**src/rtl/eth_rx_pkg.sv**
```systemverilog
package eth_rx_pkg;

    localparam int NIB_W      = 4;
    localparam int BYTE_W     = 8;
    localparam int IDX_W      = 16;
    localparam int FCS_BYTES  = 4;
    localparam int TAG_BYTES  = 4;
    localparam int MAX_TAGS   = 2;
    localparam int TAG_CNT_W  = $clog2(MAX_TAGS + 1);
    localparam int ADDR_BYTES = 6;
    localparam int TYPE_OFS   = 12;
    localparam int MIN_FRAME  = 64;
    localparam int MAX_FRAME  = 1518;
    localparam int MAX_LENFLD = 1500;

    localparam logic [NIB_W-1:0]  PRE_NIB   = 4'h5;
    localparam logic [NIB_W-1:0]  SFD_NIB   = 4'hD;
    localparam logic [15:0]       TPID_C    = 16'h8100;
    localparam logic [15:0]       TPID_S    = 16'h88A8;
    localparam logic [15:0]       CTRL_TYPE = 16'h8808;
    localparam logic [15:0]       PAUSE_OP  = 16'h0001;

    localparam logic [31:0] CRC_POLY_R = 32'hEDB88320;
    localparam logic [31:0] CRC_INIT   = 32'hFFFFFFFF;
    localparam logic [31:0] CRC_GOOD   = 32'hDEBB20E3;

    // status word bit positions
    localparam int SB_CRC  = 16;
    localparam int SB_RUNT = 17;
    localparam int SB_LONG = 18;
    localparam int SB_DRIB = 19;
    localparam int SB_PHY  = 20;
    localparam int SB_CTRL = 21;
    localparam int SB_CLS  = 22;
    localparam int SB_TAGS = 24;
    localparam int SB_FILT = 30;

    typedef enum logic [1:0] {
        DST_UNI   = 2'd0,
        DST_MULTI = 2'd1,
        DST_BCAST = 2'd2
    } dst_class_e;

    function automatic logic [31:0] crc_step(input logic [31:0] c, input logic [BYTE_W-1:0] b);
        logic [31:0] r;
        r = c;
        for (int i = 0; i < BYTE_W; i++) begin
            if (r[0] ^ b[i]) r = (r >> 1) ^ CRC_POLY_R;
            else             r = r >> 1;
        end
        return r;
    endfunction

endpackage

```
**src/rtl/eth_rx_sync.sv**
```systemverilog
module eth_rx_sync
    import eth_rx_pkg::*;
(
    input  logic              clk,
    input  logic              rst_n,
    input  logic [NIB_W-1:0]  rxd,
    input  logic              rx_dv,
    input  logic              rx_er,
    output logic              byte_v,
    output logic [BYTE_W-1:0] byte_d,
    output logic              fend,
    output logic              odd,
    output logic              phy_err
);

    typedef enum logic {S_HUNT, S_DATA} sync_st_e;

    typedef struct packed {
        sync_st_e          st;
        logic              saw_pre;
        logic              half;
        logic [NIB_W-1:0]  lo;
        logic              bv;
        logic [BYTE_W-1:0] b;
        logic              fe;
        logic              odd;
        logic              er;
    } sync_t;

    sync_t q, d;

    always_comb begin
        d    = q;
        d.bv = 1'b0;
        d.fe = 1'b0;
        unique case (q.st)
            S_HUNT: begin
                if (rx_dv) begin
                    if (rxd == SFD_NIB && q.saw_pre) begin
                        d.st      = S_DATA;
                        d.half    = 1'b0;
                        d.er      = 1'b0;
                        d.odd     = 1'b0;
                        d.saw_pre = 1'b0;
                    end else begin
                        d.saw_pre = (rxd == PRE_NIB);
                    end
                end else begin
                    d.saw_pre = 1'b0;
                end
            end
            S_DATA: begin
                if (rx_dv) begin
                    if (rx_er) d.er = 1'b1;
                    if (!q.half) begin
                        d.lo   = rxd;
                        d.half = 1'b1;
                    end else begin
                        d.b    = {rxd, q.lo};
                        d.bv   = 1'b1;
                        d.half = 1'b0;
                    end
                end else begin
                    d.fe      = 1'b1;
                    d.odd     = q.half;
                    d.half    = 1'b0;
                    d.st      = S_HUNT;
                    d.saw_pre = 1'b0;
                end
            end
            default: d.st = S_HUNT;
        endcase
    end

    always_ff @(posedge clk) begin
        if (!rst_n) q <= '0;
        else        q <= d;
    end

    assign byte_v  = q.bv;
    assign byte_d  = q.b;
    assign fend    = q.fe;
    assign odd     = q.odd;
    assign phy_err = q.er;

    // a byte and the end of its frame never coincide
    assert_byte_end_excl_R1: assert property (@(posedge clk) disable iff (!rst_n)
        !(q.bv && q.fe));

endmodule

```
**config.mk**
```make
export PLATFORM = sky130hd
export DESIGN_NAME = eth_rx_sync
export DESIGN_NICKNAME = d
export VERILOG_FILES = /design/src/rtl/eth_rx_pkg.sv /design/src/rtl/eth_rx_sync.sv
export SDC_FILE = /design/constraint.sdc
export NUM_CORES = 1
export LEC_CHECK = 0
export ABC_AREA = 1
export BUFFER_PORTS_ARGS = -buffer_cell sky130_fd_sc_hd__buf_4
export CORE_UTILIZATION = 44
export DETAILED_ROUTE_END_ITERATION = 7
export GPL_TIMING_DRIVEN = 0
export HOLD_SLACK_MARGIN = 0.15
export PLACE_DENSITY_LB_ADDON = 0.15
export SLEW_MARGIN = 30
export SYNTH_ARGS = -nofsm -noshare
export SYNTH_HDL_FRONTEND = slang
export SYNTH_SLANG_ARGS = --single-unit
```
**constraint.sdc**
```tcl
create_clock -name clk -period 2.01 [get_ports clk]
set_clock_uncertainty 0.15 [all_clocks]
set_input_delay 0.201 -clock clk [delete_from_list [all_inputs] [get_ports clk]]
set_output_delay 0.201 -clock clk [all_outputs]
set_load 0.03 [all_outputs]
```
==> metrics, run 1 <==
DPL Wire Length=1090 um; Root Buffer=clkbuf_4; Mapped Nets=104; f_max=536 MHz; # nets final=138; Clock Path Buffers=2; WP data arrival=1.96 ns; most frequent cells after synthesis=19 x dfxtp_1, 15 x nand2_1, 10 x a21oi_2, 9 x buf_4, 8 x nand3_2; Wirelength per Cell=10.4 um; antenna violations before repair=0; final setup fails=0; P_sw=0.000140 W; GR Overflow Total=0; hold depth=2; worst slew pin tran=0.200 ns; synth unique cells=18; Post-Synth XOR/XNOR Area=0; insertion delay to the later sink of the worst-skew pair=0.29 ns; CTS tree=done; DIE AREA=2140 um2; status=completed; cell count after synthesis=96; combinational share of power=0.064; Post-Route Setup TNS=0 ns; RSZ-0062 raised after global routing=false; Synth Area in Compound Gates=0.159; EDFF count, synth=0; crit start category=primary input; TritonCTS buffer count=3; layout cells sized above 1=0.457; CORE AREA=1780 um2; max_slew headroom=0.866; simple-gate share of the synthesized area=0.248; Synth area leader=dfxtp_1; Ys Warns=0; vias in the first global route=606; final WL=1600 um; Syn Std Cell Area=863 um2; first-pass iteration count of the detailed router=2; Clock power frac=0.320; crit path from=rx_dv; Initial DRC Count=9; dpl cells=140; H-Tree Depth=1; post-synthesis sequential area ratio=0.441; Routed Antenna Nets=0; GRT Total Usage=0.177; # IOs=20; most frequent cell after synthesis=dfxtp_1; worst hold path class=reg -> reg; CP required=2.11 ns; Area contributors post-synth=dfxtp_1 44%, a21oi_2 10%, nand3_2 9.3%; Power Dens Cells=525 nW/um2; Hold Path Origin=odd; vias post-DR=703; worst r2r src=q[18]; Hold Vio Cnt, Final=0; Leak=0.482 nW; Residual DRC=0; die height=46.3 um; top cell type's share of synthesized area=0.441; Period minus WS final=1.87 ns; mux contribution to synthesized area=0; sequential cell fraction of total power=0.616; die width=46.3 um; FILL cells=146; cell-internal power=0.000472 W; Layout Area Growth over Synthesis=34.9%; Synth Flop Type=dfxtp_1; FF-to-FF path depth=6; Final Wtd Congestion=0.709; Worst Setup End Kind=register; largest net degree at the start of global routing=12; Clk pin slew, worst setup/hold paths=0.11 ns; asr flop ratio synth=0; Mean Syn Cell Area=8.99 um2; first-pass GRT wire length=2690 um; clk sinks=19; Initial Utilization=0.484; port bufs=19; post_cts resized=0; std cell rows=15; Yosys reg bits=19; Diodes inserted=0; worst vdd ir=0.000327 V; CP max FO=9; Max Cap Viol=0; Setup CP Type=in -> reg; largest family of logic cells by synthesized area=simple AND/OR/NAND/NOR gates; period utilization=0.928; Pwr Total=0.000611 W; switching part of the total power=0.229; Vias/cell=4.56; final std cells w/o fill=154; Synth Area in Adders=0; final slew viol count=0
-- placed cells by master, fill, tap and decap left out, drive strengths merged --
cell	instances
a21oi	15
nand2	18
nand3	11
o21ai	5
clkinv	1
nor2	9
dlygate4sd3	10
buf	30
dfxtp	19
clkbuf	3
inv	8
-- critical path, cell delays in order --
cell and delay [ns]:
dlygate4sd3_1 0.53, buf_4 0.14, nand2_2 0.13, inv_4 0.06
nand2_2 0.16, nand2_1 0.09, a21oi_2 0.11, dlygate4sd3_1 0.54
-- sequential cells by signal, summed over array words and instances (netlist names) --
register	count
q	7
byte_d	8
byte_v	1
fend	1
phy_err	1
odd	1
-- final cells by class --
| class | count | area, um2 | share of cell area |
|---|---|---|---|
| sequential | 19 | 380 | 0.327 |
| timing repair buffer | 29 | 243 | 0.208 |
| clock inverter | 1 | 5.00 | 0.00430 |
| clock buffer | 3 | 22.5 | 0.0193 |
| multi-input combinational | 58 | 352 | 0.302 |
| buffer | 11 | 98.8 | 0.0849 |
| tap | 25 | 31.3 | 0.0269 |
| inverter | 8 | 32.5 | 0.0279 |
-- through the flow --
step	hold WS, ns	util	worst slack [ns]	area (um2)
final	0.324	0.653	0.144	1160
after global routing	0.337	0.653	0.0763	1160
after CTS	0.329	0.653	0.144	1160
after detailed placement	0.306	0.582	0.892	1040
after global placement	0.302	0.582	0.904	1040
after floorplan	0.185	-	1.02	863
-- timing repair --
item | in CTS | in global routing
buffers inserted | 0 | 0
hold endpoints to repair | 14 | 0
hold buffers | 10 | 0
-- layer usage --
metal	up-vias	share of wire	track usage
li1	371	-	-
met1	317	0.48	0.230
met2	13	0.49	0.285
met3	2	0.027	0.0353
met4	0	0.0075	0.0706
met5	-	0	0
-- final timing paths --
kind	slack, ns	endpoint
min reg2reg	0.32	odd
max	0.14	byte_d[7]
min	0.32	odd
max reg2reg	0.36	q[12]
-- power by group through the flow --
| stage | sequential [W] | clock (W) | combinational, W |
|---|---|---|---|
| after floorplan | 0.000385 | 0 | 0.0000105 |
| after global placement | 0.000385 | 0 | 0.0000281 |
| after detailed placement | 0.000385 | 0 | 0.0000282 |
| after CTS | 0.000377 | 0.000204 | 0.0000392 |
| after global routing | 0.000377 | 0.000225 | 0.0000424 |
| final | 0.000377 | 0.000195 | 0.0000391 |
-- kinds of logic after synthesis --
logic type,count (synthesis)
buf+inv,19
compound gates,20
flops,19
simple gates,38
(Power assumes the default switching activity.)
==> run 2, diff against run 1 <==
CORE_UTILIZATION = 54   (was 44)
==> run 2 against run 1 <==
Compared with the run above: critical path depth unchanged; clock-buffer cell count unchanged; total power increased by 0.17%; sequential share of layout area increased by 0.90 points; fmax increased by 1.8%; worst setup slack improved by 0.032 ns; largest power group unchanged; sequential cell count unchanged; highest routed layer unchanged; die area decreased by 18%; hold slack about the same; first-iteration DRC count increased by 78%.
==> metrics, run 2 (synthesis results as in run 1) <==
Final Wtd Congestion=0.784 (+11%); Period minus WS final=1.83 ns (-0.0322 ns); first-pass GRT wire length=2800 um (+4.1%); cell-internal power=0.000472 W (about the same); RSZ-0062 raised after global routing=false; final setup fails=0 (unchanged); CP max FO=7 (-2); final core occ=0.752 (+0.0992); # nets final=136 (-1.4%); WP data arrival=1.88 ns (-0.08 ns); Routed Antenna Nets=0 (unchanged); Seq. cell area=380 um2 (unchanged); final slew viol count=0 (unchanged); sequential cell fraction of total power=0.615 (about the same); Initial DRC Count=16 (+7); antenna violations before repair=0 (unchanged); Multi-input gate area=352 um2 (unchanged); hold depth=2 (unchanged); worst hold path class=reg -> reg; Max Cap Viol=0 (unchanged); GR Overflow Total=0 (unchanged); status=completed; die width=42.0 um (-9.3%); crit start category=primary input; max FFs per register=8 (unchanged); Layout Area Growth over Synthesis=31.3%; # IOs=20 (unchanged); switching part of the total power=0.230 (+0.00121); most frequent cells in the layout=28 x buf_4, 19 x dfxtp_1, 15 x nand2_1; critical path's slowest cell=dlygate4sd3_1; Vias/cell=4.68 (+2.5%); Residual DRC=0 (unchanged); GRT Total Usage=0.211 (+0.0336); TritonCTS buffer count=3 (unchanged); insertion delay to the later sink of the worst-skew pair=0.30 ns (about the same); Initial Utilization=0.573 (+0.0889); period utilization=0.912 (-0.0160); CTS tree=done; Hold-fix buffers, CTS=8 (-2); DIE AREA=1760 um2 (-18%); die height=42.0 um (-9.3%); Clk pin slew, worst setup/hold paths=0.11 ns (about the same); CP required=2.05 ns (-0.06 ns); FF-to-FF path depth=6 (unchanged); Clock Path Buffers=2 (unchanged); Pwr Total=0.000612 W (+0.17%); CORE AREA=1510 um2 (-16%); Hold Vio Cnt, Final=0 (unchanged); vias in the first global route=656 (+8.3%); final WL=1620 um (+0.94%); DPL Wire Length=1090 um (about the same); Post-Route Setup TNS=0 ns (unchanged); std cell rows=14 (-1); port bufs=19 (unchanged); most common cell after layout, fill and taps aside=buf_4; Worst Setup End Kind=register; Clock power frac=0.322 (+0.002); clk sinks=19 (unchanged); vias post-DR=669 (-4.8%); largest net degree at the start of global routing=12 (unchanged); H-Tree Depth=1 (unchanged); Setup Buffers After CTS=0 (unchanged); worst-path cell chain=dlygate4sd3_1 -> buf_4 -> nand2_2 -> nor2_4 -> inv_2 -> nor2_1 -> nor2_1 -> dlygate4sd3_1; Diodes inserted=0 (unchanged); CP peak stage delay=0.55 ns (about the same); first-pass iteration count of the detailed router=6 (+4); combinational share of power=0.063 (about the same); FILL cells=119 (-18%); f_max=545 MHz (+1.8%); P_sw=0.000141 W (+0.70%); Setup CP Type=in -> reg; Leak=0.468 nW (-2.9%); post_cts resized=0 (unchanged); worst vdd ir=0.000316 V (-3.3%); worst slew pin tran=0.188 ns (-0.0119 ns); max_slew headroom=0.873 (+0.00676); layout cells sized above 1=0.465 (+0.00720); Power Dens Cells=540 nW/um2 (+2.9%); Root Buffer=clkbuf_4; Wirelength per Cell=11.3 um (+8.7%)
run 2: path summary, 6_finish.rpt:
path | from | end | slack [ns]
setup / recovery | rx_dv | q[12] | 0.18
hold / removal | odd | odd | 0.32
setup reg to reg | q[18] | q[12] | 0.36
hold reg to reg | odd | odd | 0.32
run 2: area by class of cell:
cell class	instances	area share
inverter	8	0.0287
tap	16	0.0177
timing repair buffer	27	0.196
sequential	19	0.336
buffer	11	0.0872
clock buffer	3	0.0199
clock inverter	1	0.00442
multi-input combinational	58	0.310
run 2: through the flow:
stage	area, um2	hold WS, ns	setup slack (ns)	std cells
floorplan	863	0.185	1.02	96
global placement	1030	0.300	0.902	131
detailed placement	1030	0.306	0.870	131
CTS	1130	0.327	0.214	143
global route	1130	0.346	0.0833	143
finish	1130	0.325	0.177	143
run 2: power groups by stage:
stage          clock, W  sequential (W)  combinational [W]
6_report       0.000197        0.000377          0.0000386
5_1_grt        0.000213        0.000377          0.0000422
3_5_place_dp          0        0.000385          0.0000278
3_3_place_gp          0        0.000385          0.0000278
2_1_floorplan         0        0.000385          0.0000105
4_1_cts        0.000203        0.000377          0.0000385
run 2: routing by layer:
metal,global-route usage,share of wire,up-vias
met2,0.334,0.49,16
met3,0.0259,0.032,2
met5,0,0,-
met4,0.116,0.011,0
li1,-,-,364
met1,0.279,0.46,287
run 2: worst max-delay path, delay by kind of cell:
kind	cells	cell delay [ns]
buf+inv	4	1.26
simple gates	4	0.41
==> run 3, diff against run 2 <==
MAX_ROUTING_LAYER = met4   (was default)
==> run 3 against run 2 <==
Compared with the run above: fmax down 0.30%; critical endpoint unchanged; first-iteration DRC count stayed put; sequential cell count is the same; critical path depth is the same; combinational power about the same; largest cell class unchanged; die area unchanged; wire length unchanged; via count up 0.90%; register-to-register slack about the same; hold slack about the same.
==> metrics, run 3 (synthesis results as in run 1) <==
FILL cells=119 (unchanged); first-pass GRT wire length=2790 um (-0.25%); dpl cells=131 (unchanged); TritonCTS buffer count=3 (unchanged); H-Tree Depth=1 (unchanged); Post-Route Setup TNS=0 ns (unchanged); clk sinks=19 (unchanged); Power Dens Cells=542 nW/um2 (+0.31%); Seq. cell area=380 um2 (unchanged); DIE AREA=1760 um2 (unchanged); status=completed; Leak=0.468 nW (unchanged); std cell rows=14 (unchanged); worst hold path class=reg -> reg; Multi-input gate area=352 um2 (unchanged); first-pass iteration count of the detailed router=6 (unchanged); max FFs per register=8 (unchanged); Routed Antenna Nets=0 (unchanged); vias in the first global route=659 (+0.46%); Wirelength per Cell=11.3 um (unchanged); final std cells w/o fill=143 (unchanged); final slew viol count=0 (unchanged); crit start category=primary input; Clk pin slew, worst setup/hold paths=0.11 ns (about the same); Max Cap Viol=0 (unchanged); worst slew pin tran=0.192 ns (+0.00361 ns); Layout Area Growth over Synthesis=31.3% (unchanged); Initial DRC Count=16 (unchanged); antenna violations before repair=0 (unchanged); Period minus WS final=1.84 ns (+0.00553 ns); # IOs=20 (unchanged); RSZ-0062 raised after global routing=false; period utilization=0.915 (+0.00275); vias post-DR=675 (+0.90%); CORE AREA=1510 um2 (unchanged); Root Buffer=clkbuf_4; f_max=544 MHz (-0.30%); insertion delay to the later sink of the worst-skew pair=0.30 ns (about the same); post_cts resized=0 (unchanged); worst vdd ir=0.000316 V (about the same); Residual DRC=0 (unchanged); CP required=2.06 ns (about the same); FF-to-FF path depth=6 (unchanged); Worst Setup End Kind=register; Final Wtd Congestion=0.795 (+1.4%); max_slew headroom=0.871 (-0.00243); hold_ws=0.325 ns (+0.000299 ns); Vias/cell=4.72 (+0.90%); CTS tree=done; GR Overflow Total=0 (unchanged); die width=42.0 um (unchanged); WP data arrival=1.89 ns (about the same); CP max FO=7 (unchanged); largest net degree at the start of global routing=12 (unchanged); # nets final=136 (unchanged); Hold Vio Cnt, Final=0 (unchanged); Setup CP Type=in -> reg; Diodes inserted=0 (unchanged); final setup fails=0 (unchanged); Initial Utilization=0.573 (unchanged); port bufs=19 (unchanged); most common cell after layout, fill and taps aside=buf_4; GRT Total Usage=0.216 (+0.00499); Clock Path Buffers=2 (unchanged); final WL=1620 um (unchanged); hold depth=2 (unchanged); Hold-fix buffers, CTS=8 (unchanged); Setup Buffers After CTS=0 (unchanged); final core occ=0.752 (unchanged); layout cells sized above 1=0.465 (unchanged); most frequent cells in the layout=28 x buf_4, 19 x dfxtp_1, 15 x nand2_1; DPL Wire Length=1090 um (unchanged); die height=42.0 um (unchanged)
## run 3: metal layers
layer | track usage | vias up | routed length [um]
met2 | 0.338 | 16 | 800
met5 | - | - | 0
li1 | - | 364 | -
met4 | 0.116 | 0 | 18
met3 | 0.0259 | 2 | 52
met1 | 0.273 | 293 | 748
## run 3: critical path: stages
cell           delay (ns)
dlygate4sd3_1        0.53
buf_4                0.12
nand2_2              0.10
nor2_4               0.17
inv_2                0.06
nor2_1               0.09
nor2_1               0.05
dlygate4sd3_1        0.55
## run 3: area by class of cell
cell class / count / share of cell area
Buffer: 11 / 0.0872
Clock buffer: 3 / 0.0199
Multi-Input combinational cell: 58 / 0.310
Inverter: 8 / 0.0287
Sequential cell: 19 / 0.336
Timing Repair Buffer: 27 / 0.196
Tap cell: 16 / 0.0177
Clock inverter: 1 / 0.00442
## run 3: path summary, 6_finish.rpt
kind | startpoint | end | slack, ns
setup / recovery | rx_dv | q[12] | 0.17
hold / removal | byte_d[4] | byte_d[4] | 0.33
setup reg to reg | q[18] | q[12] | 0.36
hold reg to reg | byte_d[4] | byte_d[4] | 0.33
## run 3: through the flow
stage | setup WS, ns | total power [W] | area (um2)
finish | 0.171 | 0.000614 | 1130
global route | 0.0794 | 0.000630 | 1130
CTS | 0.214 | 0.000619 | 1130
detailed placement | 0.870 | 0.000413 | 1030
global placement | 0.902 | 0.000413 | 1030
floorplan | 1.02 | 0.000396 | 863
## run 3: report_power, final
part	switching [W]	total [W]	internal, W	leakage [nW]
Combinational	0.0000177	0.0000386	0.0000209	0.297
Clock	0.000125	0.000199	0.0000741	0.0177
Sequential	0.000000158	0.000377	0.000377	0.153
Total	0.000143	0.000614	0.000472	0.468
